File: config.mk
export PLATFORM = sky130hd
export DESIGN_NAME = baud_tick_gen
export DESIGN_NICKNAME = d
export VERILOG_FILES = /design/src/rtl/baud_tick_pkg.sv /design/src/rtl/baud_div_regs.sv /design/src/rtl/baud_tick_fsm.sv /design/src/rtl/baud_tick_gen.sv
export SDC_FILE = /design/constraint.sdc
export NUM_CORES = 1
export LEC_CHECK = 0
export ABC_AREA = 1
export ABC_CLOCK_PERIOD_IN_PS = 3000
export BUFFER_PORTS_ARGS = -buffer_cell sky130_fd_sc_hd__buf_4
export CELL_PAD_IN_SITES_DETAIL_PLACEMENT = 0
export CELL_PAD_IN_SITES_GLOBAL_PLACEMENT = 1
export CORE_ASPECT_RATIO = 0.6
export CORE_MARGIN = 3
export CORE_UTILIZATION = 40
export CTS_CLUSTER_SIZE = 16
export DETAILED_ROUTE_END_ITERATION = 10
export GPL_TIMING_DRIVEN = 0
export PLACE_DENSITY = 0.8
export SLEW_MARGIN = 20
export SYNTH_ARGS = -nofsm -noshare
export SYNTH_HDL_FRONTEND = slang
export SYNTH_HIERARCHICAL = 1
export SYNTH_SLANG_ARGS = --single-unit
File: constraint.sdc
create_clock -name clk -period 3 [get_ports clk]
set_input_delay 0.6 -clock clk [delete_from_list [all_inputs] [get_ports clk]]
set_output_delay 0.6 -clock clk [all_outputs]
set_load 0.02 [all_outputs]
File: src/rtl/baud_tick_pkg.sv
package baud_tick_pkg;

    localparam int BYTE_W = 8;

    typedef enum logic [1:0] {
        BT_STOPPED = 2'd0,
        BT_PARKED  = 2'd1,
        BT_RUNNING = 2'd2
    } bt_state_e;

endpackage

File: src/rtl/baud_div_regs.sv
module baud_div_regs
    import baud_tick_pkg::*;
#(
    parameter  int DIV_W = 16,
    localparam int NB    = DIV_W / BYTE_W,
    localparam int SEL_W = (NB > 1) ? $clog2(NB) : 1
) (
    input  logic                clk,
    input  logic                rst_n,
    input  logic                dla_en,
    input  logic                wr_en,
    input  logic [SEL_W-1:0]    reg_sel,
    input  logic [BYTE_W-1:0]   wr_data,
    output logic [DIV_W-1:0]    div_q,
    output logic [DIV_W-1:0]    div_next,
    output logic                wr_hit,
    output logic [BYTE_W-1:0]   rd_data
);

    logic [NB-1:0] lane_hit;

    // One write-enable and next-value path per byte lane
    for (genvar b = 0; b < NB; b++) begin : g_lane
        assign lane_hit[b] = wr_en && dla_en && (reg_sel == SEL_W'(b));
        assign div_next[b*BYTE_W +: BYTE_W] =
            lane_hit[b] ? wr_data : div_q[b*BYTE_W +: BYTE_W];
    end

    assign wr_hit = |lane_hit;

    always_ff @(posedge clk or negedge rst_n) begin
        if (!rst_n) begin
            div_q <= '0;
        end else begin
            div_q <= div_next;
        end
    end

    // Readback mux; hidden while the access flag is clear
    always_comb begin
        rd_data = '0;
        if (dla_en) begin
            for (int b = 0; b < NB; b++) begin
                if (reg_sel == SEL_W'(b)) begin
                    rd_data = div_q[b*BYTE_W +: BYTE_W];
                end
            end
        end
    end

endmodule

File: src/rtl/baud_tick_fsm.sv
module baud_tick_fsm
    import baud_tick_pkg::*;
#(
    parameter int DIV_W = 16
) (
    input  logic             clk,
    input  logic             rst_n,
    input  logic [DIV_W-1:0] div_next,
    input  logic             wr_hit,
    input  logic             engines_idle,
    output logic             tick
);

    bt_state_e        state_q, state_d;
    logic [DIV_W-1:0] cnt_q, cnt_d;

    localparam logic [DIV_W-1:0] CNT_ONE = DIV_W'(1);

    // Next state and counter
    always_comb begin
        state_d = state_q;
        cnt_d   = cnt_q;
        if (div_next == '0) begin
            state_d = BT_STOPPED;
            cnt_d   = '0;
        end else if (engines_idle) begin
            state_d = BT_PARKED;
            cnt_d   = div_next;
        end else begin
            unique case (state_q)
                BT_STOPPED, BT_PARKED: begin
                    state_d = BT_RUNNING;
                    cnt_d   = div_next;
                end
                BT_RUNNING: begin
                    if (wr_hit || (cnt_q == CNT_ONE)) begin
                        cnt_d = div_next;
                    end else begin
                        cnt_d = cnt_q - CNT_ONE;
                    end
                end
                default: begin
                    state_d = BT_STOPPED;
                    cnt_d   = '0;
                end
            endcase
        end
    end

    // State register
    always_ff @(posedge clk or negedge rst_n) begin
        if (!rst_n) begin
            state_q <= BT_STOPPED;
            cnt_q   <= '0;
        end else begin
            state_q <= state_d;
            cnt_q   <= cnt_d;
        end
    end

    // Moore output
    always_comb begin
        tick = (state_q == BT_RUNNING) && (cnt_q == CNT_ONE);
    end

endmodule

File: src/rtl/baud_tick_gen.sv
module baud_tick_gen
    import baud_tick_pkg::*;
#(
    parameter  int DIV_W = 16,
    localparam int NB    = DIV_W / BYTE_W,
    localparam int SEL_W = (NB > 1) ? $clog2(NB) : 1
) (
    input  logic              clk,
    input  logic              rst_n,
    input  logic              dla_en,
    input  logic              wr_en,
    input  logic [SEL_W-1:0]  reg_sel,
    input  logic [BYTE_W-1:0] wr_data,
    input  logic              engines_idle,
    output logic [BYTE_W-1:0] rd_data,
    output logic              tick
);

    logic [DIV_W-1:0] div_q;
    logic [DIV_W-1:0] div_next;
    logic             wr_hit;

    baud_div_regs #(.DIV_W(DIV_W)) i_regs (
        .clk      (clk),
        .rst_n    (rst_n),
        .dla_en   (dla_en),
        .wr_en    (wr_en),
        .reg_sel  (reg_sel),
        .wr_data  (wr_data),
        .div_q    (div_q),
        .div_next (div_next),
        .wr_hit   (wr_hit),
        .rd_data  (rd_data)
    );

    baud_tick_fsm #(.DIV_W(DIV_W)) i_fsm (
        .clk          (clk),
        .rst_n        (rst_n),
        .div_next     (div_next),
        .wr_hit       (wr_hit),
        .engines_idle (engines_idle),
        .tick         (tick)
    );

endmodule

==> impl_results.md, run 1 <==
- Status: finished, final reports clean
- Hpwl dp: around 4.7 mm
- Critical path capture point type: flip-flop
- Area Overhead vs Synth: 14.03%
- Crit path DAT: 2.31 ns
- Core area: roughly 5200 um2
- WP buf/inv: 2
- Sequential power share: around 43%
- Post-route DRC: 0
- Net count after synthesis: between 300 and 400
- Cell area after synthesis: ~2200 um2
- Worst path most repeated cell: nand2_1
- Largest net degree at the start of global routing: 35
- Peak supply drop: approximately 270 uV
- Post-synthesis cell count: around 290
- Startpoint Class: input port
- Sw power: 0.4953 mW
- Register area share after synthesis: between 30 and 40%
- Fin nets: ~330
- Hold WC Path Type: input port to async pin
- Combinational fraction of design power: approximately a third
- Yosys cell types: 27
- Worst-path maximum fanout: 10
- Max Fclk: between 400 and 500 MHz
- Largest delay contributor family on the critical path: simple AND/OR/NAND/NOR gates
- Initial DRC count: between 150 and 200
- TritonRoute pass-1 iters: 4
- Die Height: ~63 um
- Full die area: approximately 6400 um2
- Crit path time final: approximately 2.1 ns
- DRT Wirelength: roughly 6 mm
- Wire length of the first global-routing pass: about 9.4 mm
- Gpl congestion: between 0.8 and 0.9
- Worst hold slack: ~0.25 ns
- IO Count: 23
- Final setup viols: 0
- Synth top area cells: dfrtp_1 39%, nand2_1 14%, nor2_1 6.5%
- Utilization after layout: around half
- Setup Buffers After CTS: 0
- Vias/cell: 5.050
- Layout cell share with drive strength beyond 1: 23.73%
- # hold bufs at CTS: 0
- Worst path depth: 9
- CTS tree: done
- Max-cap viol count: 0
- CP Class: input port to flip-flop
- Worst path max stage delay: 0.33 ns
- Final Hold Viols: 0
- Initial antenna violation count: 0
- TritonCTS Sinks: 34
- Power Dens Cells: ~550 nW/um2
- Crit share post-route: a little under three quarters
- Total gr overflow: 0
- CTS Root Cell: clkbuf_8
- Skew final: approximately 0.0083 ns
- Post-route ant nets: 0
- H-tree depth: 2
- Synth top area share: around 39%
- Slew margin rel.: between 60% and 70%
- Clk slew on worst S/H paths: ~0.07 ns
- WL per Instance: approximately 16 um
- CTS resizes: 0
- Worst path cell trace: buf_4 -> nand3_2 -> nand2_1 -> nand2_1 -> nor4_1 -> nand2_1 -> nor2_2 -> buf_4 -> a21oi_1
- TNS Setup: 0 ns
- Least-Margin Pin Slew: 0.4643 ns
- Starting density of the core: 42.34%
- Static leakage power: about 1.2 nW
- Vias in the first global route: approximately 1.8k
- Max clock buf depth: 2
- Port Buf Inserts: 19
- Mean post-synth cell area: about 7.5 um2
- Worst skew pair latency: between 0.2 and 0.3 ns
- Synth warn: 6
- GR Util All Layers: roughly a fifth
- Crit-path slowest cell: nor2_2
- Num CTS Buffers: 5
- Worst endpoint required time: approximately 3.2 ns
- Post-synth top area cell: dfrtp_1
- FF+latch count, synth: 34
- Num rows: 20
- Cells on worst reg2reg path: 7
- Clock power share: approximately a quarter
- Number of diodes: 0
- Slew Viols, Final: 0
- Unrepaired setup endpoints after global routing: no
- Vias: a little under 2k
- Int Power: just under 0.9 mW
- Die width: 101.6 um
- Sw Ratio: about 36%
path summary, 6_finish.rpt:
check / start / endpoint / slack, ns
hold reg to reg: i_regs/div_q[2] / i_regs/div_q[2] / 0.54
setup reg to reg: i_regs/div_q[11] / i_fsm/cnt_q[14] / 1.21
setup / recovery: wr_en / i_fsm/cnt_q[14] / 0.86
min in group clk: i_regs/div_q[2] / i_regs/div_q[2] / 0.54
max in group asynchronous: rst_n / i_fsm/state_q[0] / 2.42
hold / removal: rst_n / i_fsm/cnt_q[8] / 0.25
per-layer routing:
metal,global-route usage (%),share of wire (%),vias to the layer above
met5,0,0,-
met4,4.975,0.98,0
met2,22.88,37,35
met3,4.093,5.3,7
li1,-,-,988
met1,33.63,57,899
synthesized netlist by cell type:
master	count
nor2_1	38
inv_8	1
or2_2	4
nand4_1	18
inv_1	22
buf_12	1
nand2_4	3
o21ai_1	3
nand3_1	15
nand2_2	12
dfrtp_1	34
nand2_1	83
nand3_2	2
nor2_4	2
nor4_1	3
nand3b_1	1
xor2_1	2
a21oi_1	9
buf_4	4
nor2_2	7
o21ai_0	6
o21a_1	1
xnor2_1	3
buf_6	6
a21oi_2	8
and3_1	1
ha_1	2
registers in the layout, indices dropped and copies added, names as in the netlist:
| signal | cells |
|---|---|
| i_fsm/cnt_q | 16 |
| i_regs/div_q | 16 |
| i_fsm/state_q | 2 |
cells in the final DEF (no fill, tap or decap):
cell | synthesis | routed
nand3_1 | 15 | 15
o21ai_0 | 6 | 6
and3_1 | 1 | 1
nor2_4 | 2 | 2
clkbuf_8 | 0 | 6
xnor2_1 | 3 | 3
o21ai_1 | 3 | 3
a21oi_1 | 9 | 9
nand3_2 | 2 | 2
a21oi_2 | 8 | 8
xor2_1 | 2 | 2
inv_1 | 22 | 22
nor2_2 | 7 | 7
nand2_2 | 12 | 12
nor4_1 | 3 | 3
nand3b_1 | 1 | 1
or2_2 | 4 | 4
ha_1 | 2 | 2
o21a_1 | 1 | 1
nand2_4 | 3 | 3
inv_8 | 1 | 1
nand2_1 | 83 | 83
buf_4 | 4 | 23
nand4_1 | 18 | 18
buf_6 | 6 | 6
buf_12 | 1 | 1
nor2_1 | 38 | 38
dfrtp_1 | 34 | 34
cell type report:
type                            count  area, um2
Tap cell                           66      82.58
Fill cell                         525       2679
Buffer                             11      117.6
Clock buffer                        6      82.58
Multi-Input combinational cell    223       1131
Timing Repair Buffer               19      142.6
Inverter                           23      93.84
Sequential cell                    34      850.8
power groups by stage:
stage                     combinational [mW]  sequential (mW)  clock (mW)
after floorplan                        0.321            0.583           0
after global routing                   0.497            0.602       0.366
after CTS                              0.438            0.591       0.349
final                                  0.439            0.592       0.337
after global placement                 0.432            0.598           0
after detailed placement               0.436            0.600           0
kinds of logic (layout without fill, tap and decap cells):
| logic type | Yosys count | after routing | share of synthesized area (%) |
|---|---|---|---|
| fa+ha+maj | 2 | 2 | 1.141 |
| xor+xnor | 5 | 5 | 1.997 |
| flops | 34 | 34 | 38.79 |
| compound gates | 27 | 27 | 7.644 |
| buf+inv | 34 | 59 | 9.640 |
| simple gates | 189 | 189 | 40.79 |
per-stage QoR:
step	cells	setup WS (ns)	area, um2	total power [mW]
after floorplan	291	0.9662	2193	0.9045
after detailed placement	376	0.5503	2419	1.036
after CTS	382	0.8493	2501	1.378
after global placement	376	0.5250	2419	1.031
after global routing	382	0.7023	2501	1.465
final	382	0.8624	2501	1.368
(Power assumes the default switching activity.)
==> run 2: changes to the inputs <==
- ABC_CLOCK_PERIOD_IN_PS: 3000 -> 1900
- CORE_UTILIZATION: 40 -> 39
- PLACE_DENSITY: 0.8 -> 0.82
- clock period: 3 -> 1.9 ns (I/O delays scaled with it)
==> impl_results.md, run 2 (synthesized netlist as in run 1, its figures left out) <==
- Status: finished, final reports clean
- Crit path DAT: 1.51 ns (-0.80 ns)
- TritonCTS Sinks: 34 (unchanged)
- Number of diodes: 0 (unchanged)
- Startpoint Class: flip-flop
- Hpwl dp: 4.468 mm (-4.3%)
- Area Overhead vs Synth: 16.54%
- H-tree depth: 2 (unchanged)
- Hold WC Path Type: input port to async pin
- IO Count: 23 (unchanged)
- Layout cell share with drive strength beyond 1: 25.95% (+2.2 points)
- CTS tree: done
- Starting density of the core: 41.94% (-0.41 points)
- Worst hold slack: 0.03795 ns (-0.2165 ns)
- Utilization after layout: 48.88% (+0.59 points)
- Unrepaired setup endpoints after global routing: yes
- Slew Viols, Final: 0 (unchanged)
- Final Hold Viols: 0 (unchanged)
- Least-Margin Pin Slew: 0.4797 ns (+0.01535 ns)
- Largest net degree at the start of global routing: 35 (unchanged)
- Peak supply drop: 309.2 uV (+14%)
- Top flop regs: i_fsm/cnt_q x16, i_regs/div_q x16, i_fsm/state_q x2
- Initial antenna violation count: 0 (unchanged)
- TNS Setup: 0 ns (unchanged)
- Placed cell area: 2419 um2 (unchanged)
- Full die area: 6589 um2 (+2.4%)
- Vias: 1,965 (+1.9%)
- Worst-path maximum fanout: 3 (-7)
- CP Class: flip-flop to primary output
- Clk slew on worst S/H paths: 0.06 ns (about the same)
- Worst endpoint required time: 1.52 ns (-1.65 ns)
- Vias/cell: 5.144 (+1.9%)
- Core area: 5230 um2 (+0.97%)
- Worst setup margin: 0.008409 ns (-0.8540 ns)
- Total power: 2.196 mW (+60%)
- Inst Count DP: 376 (unchanged)
- Wire length of the first global-routing pass: 9.163 mm (-2.1%)
- Final Non-Filler Cells: 382 (unchanged)
- WL per Instance: 15.40 um (-1.0%)
- Gpl congestion: 0.8785 (+3.5%)
- Final instance area: 2556 um2 (+2.2%)
- Fin nets: 333 (unchanged)
- Total gr overflow: 0 (unchanged)
- Die Height: 64.09 um (+1.2%)
- Max-cap viol count: 0 (unchanged)
- Post-route DRC: 0 (unchanged)
- TritonRoute pass-1 iters: 4 (unchanged)
- Skew final: 0.004929 ns (-0.003350 ns)
- Post-Place Worst Slack: -0.3724 ns (-0.9227 ns)
- Static leakage power: 1.236 nW (+0.30%)
- Num rows: 20 (unchanged)
- # hold bufs at CTS: 0 (unchanged)
- Crit path from: i_fsm/cnt_q[1]
- Worst skew pair latency: 0.28 ns (about the same)
- Setup Buffers After CTS: 0 (unchanged)
- GR Util All Layers: 18.61% (-0.85 points)
- Port Buf Inserts: 19 (unchanged)
- Most frequent cells in the layout: 83 x nand2_1, 38 x nor2_1, 33 x dfrtp_1, 21 x inv_1, 21 x buf_4
- Slew margin rel.: 67.90% (-1.0 points)
- Max clock buf depth: 2 (unchanged)
- Post-route ant nets: 0 (unchanged)
- Vias in the first global route: 1,737 (-0.91%)
- Critical path capture point type: primary output
- Max Fclk: about 530 MHz
- CTS Root Cell: clkbuf_8
- DRT Wirelength: 5.882 mm (-1.0%)
- Final setup viols: 0 (unchanged)
- Crit path time final: 1.892 ns
- Crit share post-route: 99.56%
- Fillers: 522 (-0.57%)
- Power Dens Cells: 859.2 nW/um2 (+57%)
- Num CTS Buffers: 5 (unchanged)
- R2r startpoint: i_regs/div_q[12]
- Initial DRC count: 176 (+15%)
- Commonest non-fill, non-tap cell in the layout: nand2_1
- Die width: 102.8 um (+1.2%)
[run 2: worst paths after layout]
check / end / slack [ns] / cells after the start
worst min register to register: i_regs/div_q[5] / 0.55 / 2
worst max register to register: i_fsm/cnt_q[9] / 0.25 / 7
max in group asynchronous: i_fsm/cnt_q[3] / 1.51 / 1
worst max-delay path: tick / 0.008 / 6
min in group clk: i_fsm/state_q[0] / 0.37 / 3
worst min-delay path: i_regs/div_q[4] / 0.04 / 1
[run 2: power by group]
part	internal (mW)	switching [mW]	leakage (nW)
logic	0.271	0.441	0.767
registers	0.839	0.107	0.426
clock network	0.280	0.259	0.0431
total	1.39	0.807	1.24
[run 2: layout make-up]
cell class / instances / area, um2 / area share [%]
Tap cell: 66 / 82.58 / 3.231
Inverter: 23 / 93.84 / 3.671
Sequential cell: 34 / 852.1 / 33.33
Buffer: 11 / 121.4 / 4.748
Multi-Input combinational cell: 223 / 1177 / 46.06
Timing Repair Buffer: 19 / 146.4 / 5.727
Clock buffer: 6 / 82.58 / 3.231
[run 2: worst max-delay path, cell delays in order, from the launching register on]
cell and delay (ns):
dfrtp_1 0.38, inv_2 0.09, ha_4 0.15, nand3_2 0.08, nor4_2 0.20, and3_1 0.21
buf_6 0.12
[run 2: layer usage]
layer	wire [um]	up-vias	global-route usage (%)	share of wire (%)
li1	-	992	-	-
met5	0	-	0	0
met1	3192	905	32.02	54
met4	34	0	3.393	0.58
met2	2093	64	21.46	36
met3	562	4	5.780	9.6
[run 2: repair_timing]
item	in CTS	in global routing
resized for setup	1	11
setup endpoints to repair	10	14
pin swaps	0	4
